`config.mk`:
```
export PLATFORM = sky130hd
export DESIGN_NAME = lcd_de_timing
export DESIGN_NICKNAME = d
export VERILOG_FILES = /design/src/rtl/lcd_de_timing.sv
export SDC_FILE = /design/constraint.sdc
export NUM_CORES = 1
export LEC_CHECK = 0
export ABC_AREA = 1
export BUFFER_PORTS_ARGS = -buffer_cell sky130_fd_sc_hd__buf_2
export CAP_MARGIN = 20
export CORE_UTILIZATION = 60
export CTS_CLUSTER_SIZE = 12
export DETAILED_ROUTE_END_ITERATION = 12
export GPL_ROUTABILITY_DRIVEN = 0
export PLACE_DENSITY = 0.86
export SKIP_LAST_GASP = 1
export SLEW_MARGIN = 20
export SYNTH_ARGS = -nofsm -noshare
export SYNTH_HDL_FRONTEND = slang
export SYNTH_SLANG_ARGS = --single-unit
```
`constraint.sdc`:
```
create_clock -name clk -period 9.7 [get_ports clk]
set_clock_uncertainty 0.2 [all_clocks]
set_input_delay 1.94 -clock clk [delete_from_list [all_inputs] [get_ports clk]]
set_output_delay 1.94 -clock clk [all_outputs]
set_load 0.005 [all_outputs]
```
`src/rtl/lcd_de_timing.sv`:
```
module lcd_de_timing #(
  parameter int DIV_W = 8,
  parameter int HW    = 12,
  parameter int VW    = 12,
  parameter int KEEP  = 6
) (
  input  logic             clk,
  input  logic             rst,
  input  logic [DIV_W-1:0] cfg_div,
  input  logic [HW-1:0]    cfg_h_active,
  input  logic [HW-1:0]    cfg_h_total,
  input  logic [VW-1:0]    cfg_v_active,
  input  logic [VW-1:0]    cfg_v_total,
  input  logic [23:0]      pix_data,
  input  logic             pix_valid,
  output logic             pix_ready,
  output logic             lcd_clk,
  output logic             lcd_de,
  output logic [31:0]      pin_out,
  output logic [31:0]      pin_oe,
  output logic             frame_start,
  output logic             underrun
);
  localparam int LANE    = 8;
  localparam int COLOURS = 3;

  function automatic logic [31:0] lane_mask();
    logic [31:0] m = '0;
    for (int l = 0; l < COLOURS; l++)
      for (int b = LANE - KEEP; b < LANE; b++)
        m[l*LANE + b] = 1'b1;
    return m;
  endfunction

  localparam logic [31:0] OE_MASK = lane_mask();

  logic [DIV_W-1:0] dcnt, div_r;
  logic [HW-1:0]    hcnt, ha_r, ht_r;
  logic [VW-1:0]    vcnt, va_r, vt_r;
  logic [23:0]      pix_r;

  wire bnd = (dcnt == '0);
  wire fs  = (hcnt == '0) && (vcnt == '0);

  wire [DIV_W-1:0] div_cfg = (cfg_div < DIV_W'(2)) ? DIV_W'(2) : cfg_div;
  wire [DIV_W-1:0] div_use = fs ? div_cfg      : div_r;
  wire [HW-1:0]    ha_use  = fs ? cfg_h_active : ha_r;
  wire [HW-1:0]    ht_use  = fs ? cfg_h_total  : ht_r;
  wire [VW-1:0]    va_use  = fs ? cfg_v_active : va_r;
  wire [VW-1:0]    vt_use  = fs ? cfg_v_total  : vt_r;

  wire de_next   = (hcnt < ha_use) && (vcnt < va_use);
  wire line_end  = (hcnt == ht_use - HW'(1));
  wire frame_end = line_end && (vcnt == vt_use - VW'(1));
  wire [DIV_W-1:0] half = div_r - (div_r >> 1);

  assign pix_ready = bnd && de_next && !rst;
  assign pin_oe    = OE_MASK;
  assign pin_out   = {8'h00, pix_r} & OE_MASK;

  always_ff @(posedge clk) begin
    if (rst) begin
      dcnt        <= '0;
      div_r       <= '0;
      hcnt        <= '0;
      vcnt        <= '0;
      ha_r        <= '0;
      ht_r        <= '0;
      va_r        <= '0;
      vt_r        <= '0;
      pix_r       <= '0;
      lcd_clk     <= 1'b0;
      lcd_de      <= 1'b0;
      frame_start <= 1'b0;
      underrun    <= 1'b0;
    end else if (bnd) begin
      if (fs) begin
        div_r <= div_cfg;
        ha_r  <= cfg_h_active;
        ht_r  <= cfg_h_total;
        va_r  <= cfg_v_active;
        vt_r  <= cfg_v_total;
      end
      dcnt        <= div_use - DIV_W'(1);
      hcnt        <= line_end ? '0 : hcnt + HW'(1);
      vcnt        <= frame_end ? '0 : (line_end ? vcnt + VW'(1) : vcnt);
      lcd_clk     <= 1'b0;
      lcd_de      <= de_next;
      pix_r       <= (de_next && pix_valid) ? pix_data : '0;
      frame_start <= fs;
      if (de_next && !pix_valid) underrun <= 1'b1;
    end else begin
      dcnt        <= dcnt - DIV_W'(1);
      lcd_clk     <= (dcnt <= half);
      frame_start <= 1'b0;
    end
  end
endmodule

```
# After elaboration in Yosys (flattened, before gate mapping)
# Cells that the tools add are included.
[word_totals] register_bits=116 inputBits=83 out_inout_bits=69
[classes] add_sub_neg=7 magnitude_cmp=4 n_eq_ne=2 muxes=11 n_bitwise=1 reduce_logical=17
[ops] cell="12-bit two-way mux" count=7
[ops] cell="12-bit by 1-bit adder with 12-bit output, second input constant" count=2
[ops] cell="12-bit equality test" count=2
[ops] cell="12-bit logical NOT" count=2
[ops] cell="12-bit < comparator" count=2
[ops] cell="24-bit two-way mux" count=1
[ops] cell="8-bit two-way mux" count=3
[ops] cell="12-bit by 1-bit subtractor with 12-bit output, second input constant" count=2
[ops] cell="8-bit by 1-bit subtractor with 8-bit output, second input constant" count=2
[ops] cell="8-bit <= comparator" count=1
[ops] cell="8-bit logical NOT" count=1
[ops] cell="8-bit by 2-bit < comparator with 1-bit output, second input constant" count=1
[ops] cell="8-bit by 7-bit subtractor with 8-bit output" count=1
[ops] cell="1-bit logical AND" count=7
[ops] cell="2-bit AND reduction" count=2
[ops] cell="2-bit OR reduction" count=2
[ops] cell="1-bit logical NOT" count=2
[ops] cell="2-bit nonzero test" count=1
[ops] cell="1-bit NOT" count=1

# Depth between registers and ports, before layout
[depth] depth_word=8 ltp_mapped=26 ltp_nobuf=25

# Least setup slack after synthesis
# Ideal clock, no wire load.
[synth_path] path_type="reg2out" start="reg vcnt[0]" end="out pix_ready" arrival_ns=3.544 t_required_ns=7.560 path_slack_ns=4.016 stages_incl_launch_ff=24 path_buffers=6 cell_sequence="dfxtp_1 inv_1 ha_1 nand2_1 inv_1 nand2_1 nor2_4 nand3_4 buf_6 buf_4 buf_2 clkbuf_1 clkbuf_1 nand2_1 o21ai_0 ha_1 a21oi_1 o211ai_1 nor2_1 o221ai_1 a21oi_1 nand2_1 nor2_2 buf_2"
[synth_via] elab_chain_len=7
[synth_rtl] item="from (decl)" line="39" text="logic [VW-1:0] vcnt, va_r, vt_r;"
[synth_rtl] item="from (signal assigned)" line="86" text="vcnt <= frame_end ? '0 : (line_end ? vcnt + VW'(1) : vcnt);"
[synth_rtl] item="12-bit logical NOT" line="43" text="wire fs = (hcnt == '0) && (vcnt == '0);"
[synth_rtl] item="1-bit logical AND" line="43"
[synth_rtl] item="12-bit two-way mux"
[synth_rtl] item="12-bit < comparator" line="52" text="wire de_next = (hcnt < ha_use) && (vcnt < va_use);"
[synth_rtl] item="1-bit logical AND *" line="52"
[synth_rtl] item="1-bit logical AND * (2 in series)" line="57" text="assign pix_ready = bnd && de_next && !rst;"
[synth_rtl] item="to (decl)" line="16" text="output logic pix_ready,"
# Every way passes the cells marked *; elsewhere a longest branch is shown, timed or not.

# Worst setup path after layout
# Same ends and word-level chain as after synthesis.

==> run metrics <==
clk_lat worst skew 360 ps; CP startpoint kind register; Post-synth EDFFs 0; Buf/Inv on CP 4; Post-DP HPWL 13400 microns; leakage 4.09 nW; Syn Area/Cell 6.69 sq um; critical setup path kind register to output port; clk sink count 110; DIE WIDTH 114 microns; Area after DPL 7950 sq um; Final Cell Area 8250 sq um; post-cts repair resize count 0; leading cell types in the layout, fill and taps excluded 285 x nand2_1, 159 x inv_1, 110 x dfxtp_1, 99 x buf_2, 98 x nand3_1; Netlist cell types 47; final cycle utilization of the critical path 0.720; initial antenna violation count 0; CP max-delay cell nor2_2; commonest non-fill, non-tap cell in the layout nand2_1; GRT Total Usage 0.291; Fin. Hold Viols 0; status finished clean; ant diodes 0; required time of the critical path 7560 ps; CP Max Fanout 52; DIE AREA 13100 sq um; Final ANT Viol Nets 0; max-slew violation count 0; vias in the first global route 6716; final WL 18400 microns; Top Metal Used met4; Fin Setup TNS 0 ps; DR WL/cell 13.3 microns; Seq cells post-synth 110; Finish-stage setup viols 0; fin nets 1337; met2 WL 8730 microns; CP most frequent cell nand2_1; Port Buffers 99; Die Ht 114 microns; slew margin rel. 0.326; root buffer cell clkbuf_16; htree depth 3; initial drt markers 561; total iterations of the first detailed-routing run 6; fraction of layout cells with a size suffix above 1 0.146; CTS max path bufs 2; Syn Std Cell Area 7580 sq um; starting density of the core 0.623; RSZ-0062 raised after global routing no; Pwr per Cell Area 292 nW/um^2; Yosys warning count 0; Met1 Wirelength 8030 microns; met3 wire length 1260 microns; first-pass GRT wire length 30500 microns; cts hold-fix bufs 0; vias 7396; total gr overflow 0; area growth from synthesis to layout 8.84%; IO Pins 152; Clock transition at path regs 80 ps; Final min period 6980 ps; Worst EP arrival 4840 ps; slowest stage delay, CP 540 ps; Fmax 143 MHz; Synth Instances 1134; delay-heaviest family, CP simple AND/OR/NAND/NOR gates; Total Power 0.00241 W; Synth async-reset ratio 0; TritonCTS clock tree done; Num CTS Buffers 9; Worst Hold Class register to register; Least-Margin Pin Slew 1010 ps; sequential area share after synthesis 0.290; Max Cap Violations 0; DRC Markers 0; core area 12200 sq um; CP cell instances inv_1 > ha_1 > nand2_1 > inv_1 > nand2_1 > nor2_4 > nand3_4 > buf_4 > o21ai_0 > ha_1 > a21oi_1 > o211ai_1 > nor2_1 > o221ai_1 > a21oi_1 > nand2_1 > nor2_2 > buf_2; Peak VDD IR 0.191 mV; Synth Flop Type dfxtp_1; pin count of the biggest net entering global routing 53; via/cell ratio 5.35; Rows 40; Critical Path End Type output port; Post-CTS Setup Inserts 0; Core Util, Final 0.679
final cells by class:
| cell class | instances | area [sq um] |
|---|---|---|
| inverters | 169 | 636 |
| multi-input cells | 816 | 4370 |
| clock inverters | 7 | 81.3 |
| well taps | 168 | 210 |
| flip-flops and latches | 110 | 2200 |
| repair buffers | 103 | 526 |
| clock buffers | 9 | 225 |
| fillers | 1078 | 3910 |
final timing paths:
path / start / to / slack, ps / cells past startpoint
min reg2reg: pix_r[18] / pix_r[18] / 270 / 2
max reg2reg: vcnt[0] / pix_r[3] / 4930 / 19
min: pix_r[18] / pix_r[18] / 270 / 2
max: vcnt[0] / pix_ready / 2720 / 18
Yosys cell counts, types with 7 or more instances:
| master | count | area share |
|---|---|---|
| buf_1 | 7 | 0.0035 |
| o22ai_1 | 46 | 0.038 |
| nand3_1 | 98 | 0.065 |
| o21ai_0 | 50 | 0.033 |
| nor2_4 | 8 | 0.012 |
| ha_1 | 44 | 0.073 |
| nand2_1 | 285 | 0.14 |
| nand2_2 | 13 | 0.011 |
| nor2_1 | 62 | 0.031 |
| inv_1 | 159 | 0.079 |
| dfxtp_1 | 110 | 0.29 |
| nor3_1 | 8 | 0.0053 |
| a21oi_1 | 47 | 0.031 |
| clkbuf_1 | 19 | 0.0094 |
| buf_4 | 49 | 0.049 |
| nor2_2 | 7 | 0.0058 |
| xor2_1 | 16 | 0.018 |
| inv_2 | 7 | 0.0035 |
| nand4_1 | 35 | 0.029 |
worst register-to-register path: stages, from the launching register on:
cell and delay [ps]:
dfxtp_1 380, inv_1 150, ha_1 160, nand2_1 50, inv_1 50, nand2_1 100
nor2_4 340, nand3_4 370, buf_4 440, o21ai_0 470, ha_1 340, a21oi_1 180
o211ai_1 120, nor2_1 120, o221ai_1 110, a21oi_1 220, nand2_1 110, nor2_2 540
nand3_1 180, nand2_1 90
flip-flops by register name, indices dropped and copies added (netlist names):
signal       flops
dcnt             8
ha_r            12
lcd_clk          1
hcnt            12
va_r            12
ht_r            12
vt_r            12
frame_start      1
div_r            8
underrun         1
vcnt            12
pix_r           18
lcd_de           1
kinds of logic (layout without fill, tap and decap cells):
group                      after synthesis  count (layout)  synth area share
adders and majority gates               45              45            0.0752
AOI/OAI and AO/OA                      164             164             0.128
buffers and inverters                  252             288             0.155
other                                    2              46          0.000990
xor gates and xnor gates                22              22            0.0254
DFF                                    110             110             0.290
and+or+nand+nor                        539             539             0.326
per-stage QoR:
stage | worst slack [ps] | hold slack [ps] | std cells
after floorplan | 4020 | 245 | 1178
after global placement | 3210 | 250 | 1366
after detailed placement | 3140 | 259 | 1366
after CTS | 2740 | 272 | 1382
after global routing | 2290 | 285 | 1382
final | 2720 | 270 | 1382
metal layers:
metal | GRT usage | vias up
met5 | 0 | -
met1 | 0.363 | 3350
met4 | 0.0909 | 0
li1 | - | 3756
met3 | 0.0630 | 28
met2 | 0.499 | 262
power breakdown:
part           switching, W  total, W  internal (W)
registers         0.0000450  0.000607      0.000562
clock network      0.000196  0.000383      0.000186
logic              0.000938   0.00142      0.000483
Note: power is estimated with default switching activity, not from simulation.
